## src/rtl/btn_pulse_pkg.sv

```systemverilog
package btn_pulse_pkg;
   // Converts a time in milliseconds to a number of clock cycles.
   function automatic int unsigned ms_to_cycles(input longint unsigned hz, input longint unsigned ms);
      longint unsigned prod;
      prod = (hz * ms) / 64'd1000;
      return int'(prod);
   endfunction

   typedef logic [1:0] sync_level_t;
endpackage

```

## src/rtl/btn_sync.sv

```systemverilog
module btn_sync #(
   parameter int STAGES = 2
) (
   input  logic clk,
   input  logic rst,
   input  logic async_in,
   output logic sync_out
);
   generate
      if (STAGES < 2) begin : g_bad_stages
         $error("btn_sync: STAGES must be at least 2");
      end
   endgenerate

   logic [STAGES-1:0] chain;

   generate
      for (genvar i = 0; i < STAGES; i++) begin : g_stage
         if (i == 0) begin : g_first
            always_ff @(posedge clk) begin
               if (rst) chain[0] <= 1'b1;
               else     chain[0] <= async_in;
            end
         end else begin : g_next
            always_ff @(posedge clk) begin
               if (rst) chain[i] <= 1'b1;
               else     chain[i] <= chain[i-1];
            end
         end
      end
   endgenerate

   assign sync_out = chain[STAGES-1];
endmodule

```

## src/rtl/btn_debounce.sv

```systemverilog
module btn_debounce #(
   parameter int DB_CYC = 16
) (
   input  logic clk,
   input  logic rst,
   input  logic level_in,
   output logic level_out,
   output logic press_evt
);
   localparam int CW = (DB_CYC < 2) ? 1 : $clog2(DB_CYC);

   generate
      if (DB_CYC < 1) begin : g_bad_db
         $error("btn_debounce: DB_CYC must be at least 1");
      end
   endgenerate

   logic [CW-1:0] run;
   logic          differ;
   logic          settle;

   assign differ = (level_in != level_out);
   assign settle = differ && (run == CW'(DB_CYC - 1));

   always_ff @(posedge clk) begin
      if (rst) begin
         level_out <= 1'b0;
         run       <= '0;
         press_evt <= 1'b0;
      end else begin
         press_evt <= settle && level_in;
         if (!differ) begin
            run <= '0;
         end else if (settle) begin
            level_out <= level_in;
            run       <= '0;
         end else begin
            run <= run + 1'b1;
         end
      end
   end
endmodule

```

## src/rtl/btn_pulse_timer.sv

```systemverilog
module btn_pulse_timer #(
   parameter int PW_CYC = 32
) (
   input  logic clk,
   input  logic rst,
   input  logic start,
   output logic active
);
   localparam int CW = $clog2(PW_CYC);

   generate
      if (PW_CYC < 2) begin : g_bad_pw
         $error("btn_pulse_timer: PW_CYC must be at least 2");
      end
   endgenerate

   logic [CW-1:0] elapsed;

   always_ff @(posedge clk) begin
      if (rst) begin
         active  <= 1'b0;
         elapsed <= '0;
      end else if (active) begin
         if (elapsed == CW'(PW_CYC - 1)) begin
            active  <= 1'b0;
            elapsed <= '0;
         end else begin
            elapsed <= elapsed + 1'b1;
         end
      end else if (start) begin
         active  <= 1'b1;
         elapsed <= '0;
      end
   end
endmodule

```

## src/rtl/btn_pulse_gen.sv

```systemverilog
module btn_pulse_gen #(
   parameter longint unsigned CLK_HZ      = 25_175_000,
   parameter int              PULSE_MS    = 20,
   parameter int              DEBOUNCE_MS = 5,
   parameter int              SYNC_STAGES = 2
) (
   input  logic clk,
   input  logic rst,
   input  logic btn_n,
   output logic pulse,
   output logic pulse_n
);
   import btn_pulse_pkg::*;

   localparam int PW_CYC = int'(ms_to_cycles(CLK_HZ, longint'(PULSE_MS)));
   localparam int DB_CYC = int'(ms_to_cycles(CLK_HZ, longint'(DEBOUNCE_MS)));

   generate
      if (DEBOUNCE_MS >= PULSE_MS) begin : g_bad_ratio
         $error("btn_pulse_gen: debounce time must be shorter than the pulse");
      end
   endgenerate

   logic btn_sync_n;
   logic btn_pressed_s;
   logic db_level;
   logic press_evt;
   logic active;

   btn_sync #(.STAGES(SYNC_STAGES)) u_sync (
      .clk      (clk),
      .rst      (rst),
      .async_in (btn_n),
      .sync_out (btn_sync_n)
   );

   assign btn_pressed_s = ~btn_sync_n;

   btn_debounce #(.DB_CYC(DB_CYC)) u_db (
      .clk       (clk),
      .rst       (rst),
      .level_in  (btn_pressed_s),
      .level_out (db_level),
      .press_evt (press_evt)
   );

   btn_pulse_timer #(.PW_CYC(PW_CYC)) u_tmr (
      .clk    (clk),
      .rst    (rst),
      .start  (press_evt),
      .active (active)
   );

   assign pulse   = active;
   assign pulse_n = ~active;
endmodule

```

## config.mk

```make
export PLATFORM = sky130hd
export DESIGN_NAME = btn_pulse_gen
export DESIGN_NICKNAME = d
export VERILOG_FILES = /design/src/rtl/btn_pulse_pkg.sv /design/src/rtl/btn_sync.sv /design/src/rtl/btn_debounce.sv /design/src/rtl/btn_pulse_timer.sv /design/src/rtl/btn_pulse_gen.sv
export SDC_FILE = /design/constraint.sdc
export NUM_CORES = 1
export LEC_CHECK = 0
export BUFFER_PORTS_ARGS = -buffer_cell sky130_fd_sc_hd__buf_2
export CELL_PAD_IN_SITES_DETAIL_PLACEMENT = 1
export CELL_PAD_IN_SITES_GLOBAL_PLACEMENT = 1
export CORE_ASPECT_RATIO = 1.2
export CORE_MARGIN = 10
export CORE_UTILIZATION = 35
export CTS_CLUSTER_DIAMETER = 50
export CTS_CLUSTER_SIZE = 40
export DETAILED_ROUTE_END_ITERATION = 10
export PLACE_DENSITY_LB_ADDON = 0.25
export SYNTH_ARGS = -nofsm -noshare
export SYNTH_HDL_FRONTEND = slang
export SYNTH_HIERARCHICAL = 1
export SYNTH_SLANG_ARGS = --single-unit
```

## constraint.sdc

```tcl
create_clock -name clk -period 2.2 [get_ports clk]
set_input_delay 0.22 -clock clk [delete_from_list [all_inputs] [get_ports clk]]
set_output_delay 0.22 -clock clk [all_outputs]
set_load 0.01 [all_outputs]
```

==> metrics.md <==
| Metric | Value |
|---|---|
| Outcome | finished, final reports clean |
| PD cells | around 610 nW/um^2 |
| Leakage | 0.000732 uW |
| Critical Path AT | 2170 ps |
| Worst Path Max Fanout | 13 |
| Number of synthesized flops with an enable pin | 0 |
| Post-route ant nets | 0 |
| Unrepaired setup endpoints after global routing | no |
| Detail Placement HPWL | 3.43 mm |
| Most frequent cells in the layout | dfxtp_1, nor2_1, xnor2_1, nand3_1, inv_1 |
| Clock sinks | 41 |
| Total GRT Usage | around a tenth |
| Buffers on Ports | 4 |
| Synthesized area | 2030 um^2 |
| Longest Clk Path Bufs | 2 |
| Number of synthesized register bits | 41 |
| Fin nets | 251 |
| H-tree Lvls | 2 |
| Yosys warning count | 6 |
| Final hold violation count | 0 |
| Sequential area share after synthesis | roughly 40% |
| Clk slew on worst S/H paths | 90 ps |
| Post-synth cell types | 45 |
| Fill count | 676 |
| Via density | 5.34 |
| Most common cell after layout, fill and taps aside | dfxtp_1 |
| Clk_lat worst skew | 290 ps |
| DR DRC count | 0 |
| Top sig layer | met4 |
| Global-route wire length before repair | 7.82 mm |
| Synthesis-to-finish area growth | 12.0% |
| Cts hold-fix bufs | 0 |
| Gr ovfl total | 0 |
| Starting Density | 36.0% |
| Final design utilization | 40.4% |
| First-pass DRT Iterations | 4 |
| Die Y | 103 um |
| Critical path class | reg -> reg |
| Relative slew margins | 71.3% |
| Vias in the first global route | approximately 1700 |
| Die area | 9250 um^2 |
| Syn Inst Count | about 230 |
| VDD IR max | 0.350 mV |
| Die width | 89.5 um |
| Max-slew violations | 0 |
| Core area | 5630 um^2 |
| Largest net degree at the start of global routing | 18 |
| CTS buffer count | 5 |
| Number of antenna diodes | 0 |
| Min Hold Slack | 114 ps |
| Fmax | 501 MHz |
| Syn_nets | 238 |
| Flop-to-flop setup slack | 200 ps |
| Met1 WL | 1.93 mm |
| Syn Area/Cell | 8.74 um^2 |
| Gp weighted congestion | 0.779 |
| Wire length on met2 | 2.56 mm |
| Worst setup EP type | flop |
| Via count | 1655 |
| Setup violators final | 0 |
| Max-Cap Viols | 0 |
| Required @ worst endpoint | 2380 ps |
| CTS tree | yes |
| DR WL/cell | about 15 um |
| Critical path startpoint category | flop |
| I/O pin total | 5 |
| Met3 Wirelength | between 60 and 70 um |
| Initial antenna violation count | 0 |
| Drt initial violations | 84 |
| Final min period | 2000 ps |
| Core Rows | 30 |
| WL final | 4.58 mm |
| Share of cells above drive strength 1 | between 10% and 20% |
| Total negative setup slack | 0 ps |
| Period utilization | a little over 90% |
| Root Buffer | clkbuf_8 |
| Worst Skew | 7.44 ps |
| Worst min path class | in -> reg |
| Primary FF master, synth | dfxtp_1 |
| Slew @ Worst Pin | between 400 and 500 ps |
| FFs w/ async S/R, synth | 0% |
## state kept, by name (all words and copies together) (netlist names)
register         cells
u_db/run            17
u_sync/chain         1
u_db/press_evt       1
u_tmr/elapsed       19
u_tmr/active         1
u_sync/sync_out      1
u_db/level_out       1
## critical path: stages, from the launching register on
cell     delay [ps]
dfxtp_1         400
ha_2            240
or4b_4          480
nor3_4          180
a21oi_4         140
buf_4           220
a21oi_1         130
mux2i_1          80
## per-stage QoR
stage	setup slack, ps	cell area [um^2]	instances	total power [uW]
4_1_cts	72.3	2250	309	1410
3_3_place_gp	178	2140	301	787
3_5_place_dp	103	2140	301	789
2_1_floorplan	334	2030	232	779
5_1_grt	1.77	2270	310	1440
6_report	203	2270	310	1390
## synthesized netlist by cell type, types with 2 or more instances
cell	count	area share [%]
o21ai_0	4	0.99
or2_1	2	0.62
nor3_1	8	2.0
nand4b_1	4	1.7
and3_1	2	0.62
a21o_1	4	1.5
clkbuf_1	2	0.37
xor2_1	2	0.86
nor4_1	5	1.5
a31oi_1	2	0.62
ha_1	3	1.9
nand3_1	17	4.2
a22o_1	4	1.7
mux2i_1	7	3.5
and2_1	2	0.62
dfxtp_1	41	40
inv_1	15	2.8
or3_1	2	0.62
buf_6	3	1.7
nand4_1	10	3.1
xnor2_1	17	7.3
nand2_1	12	2.2
nor2_1	32	5.9
a21oi_1	11	2.7
## cell type report
type | instances | area, um^2 | share of cell area (%)
Clock inverter | 3 | 46.3 | 2.04
Timing Repair Buffer | 12 | 80.1 | 3.52
Inverter | 15 | 56.3 | 2.48
Clock buffer | 5 | 68.8 | 3.03
Tap cell | 64 | 80.1 | 3.52
Multi-Input combinational cell | 170 | 1120 | 49.3
Sequential cell | 41 | 821 | 36.1
## cells by family after synthesis
kind of cell	count (synthesis)	synth area share, %
xor gates and xnor gates	19	8.20
muxes	8	4.01
adders and majority gates	3	1.85
AOI/OAI and AO/OA	29	9.13
DFF	41	40.5
and+or+nand+nor	111	31.3
buffers and inverters	21	5.06
## power breakdown
group	leakage, uW	switching, uW	internal [uW]
Combinational	0.000347	16.0	9.63
Sequential	0.000331	1.34	744
Clock	0.0000543	278	340
Total	0.000732	295	1090
## layer usage
metal | up-vias | GRT usage [%]
met3 | 2 | 2.66
met4 | 0 | 2.82
met2 | 5 | 19.9
met1 | 810 | 11.4
li1 | 838 | -
met5 | - | 0
## final timing paths
| check | start | to | cells past startpoint |
|---|---|---|---|
| hold reg to reg | u_sync/chain[0] | u_sync/sync_out | 1 |
| setup / recovery | u_tmr/elapsed[1] | u_tmr/elapsed[16] | 7 |
| hold / removal | btn_n | u_sync/chain[0] | 2 |
| setup reg to reg | u_tmr/elapsed[1] | u_tmr/elapsed[16] | 7 |
## repair_timing
action | in CTS | in global routing
setup endpoints to repair | 0 | 8
gates resized for setup | 0 | 2
setup buffers | 0 | 1
(Power assumes the default switching activity.)
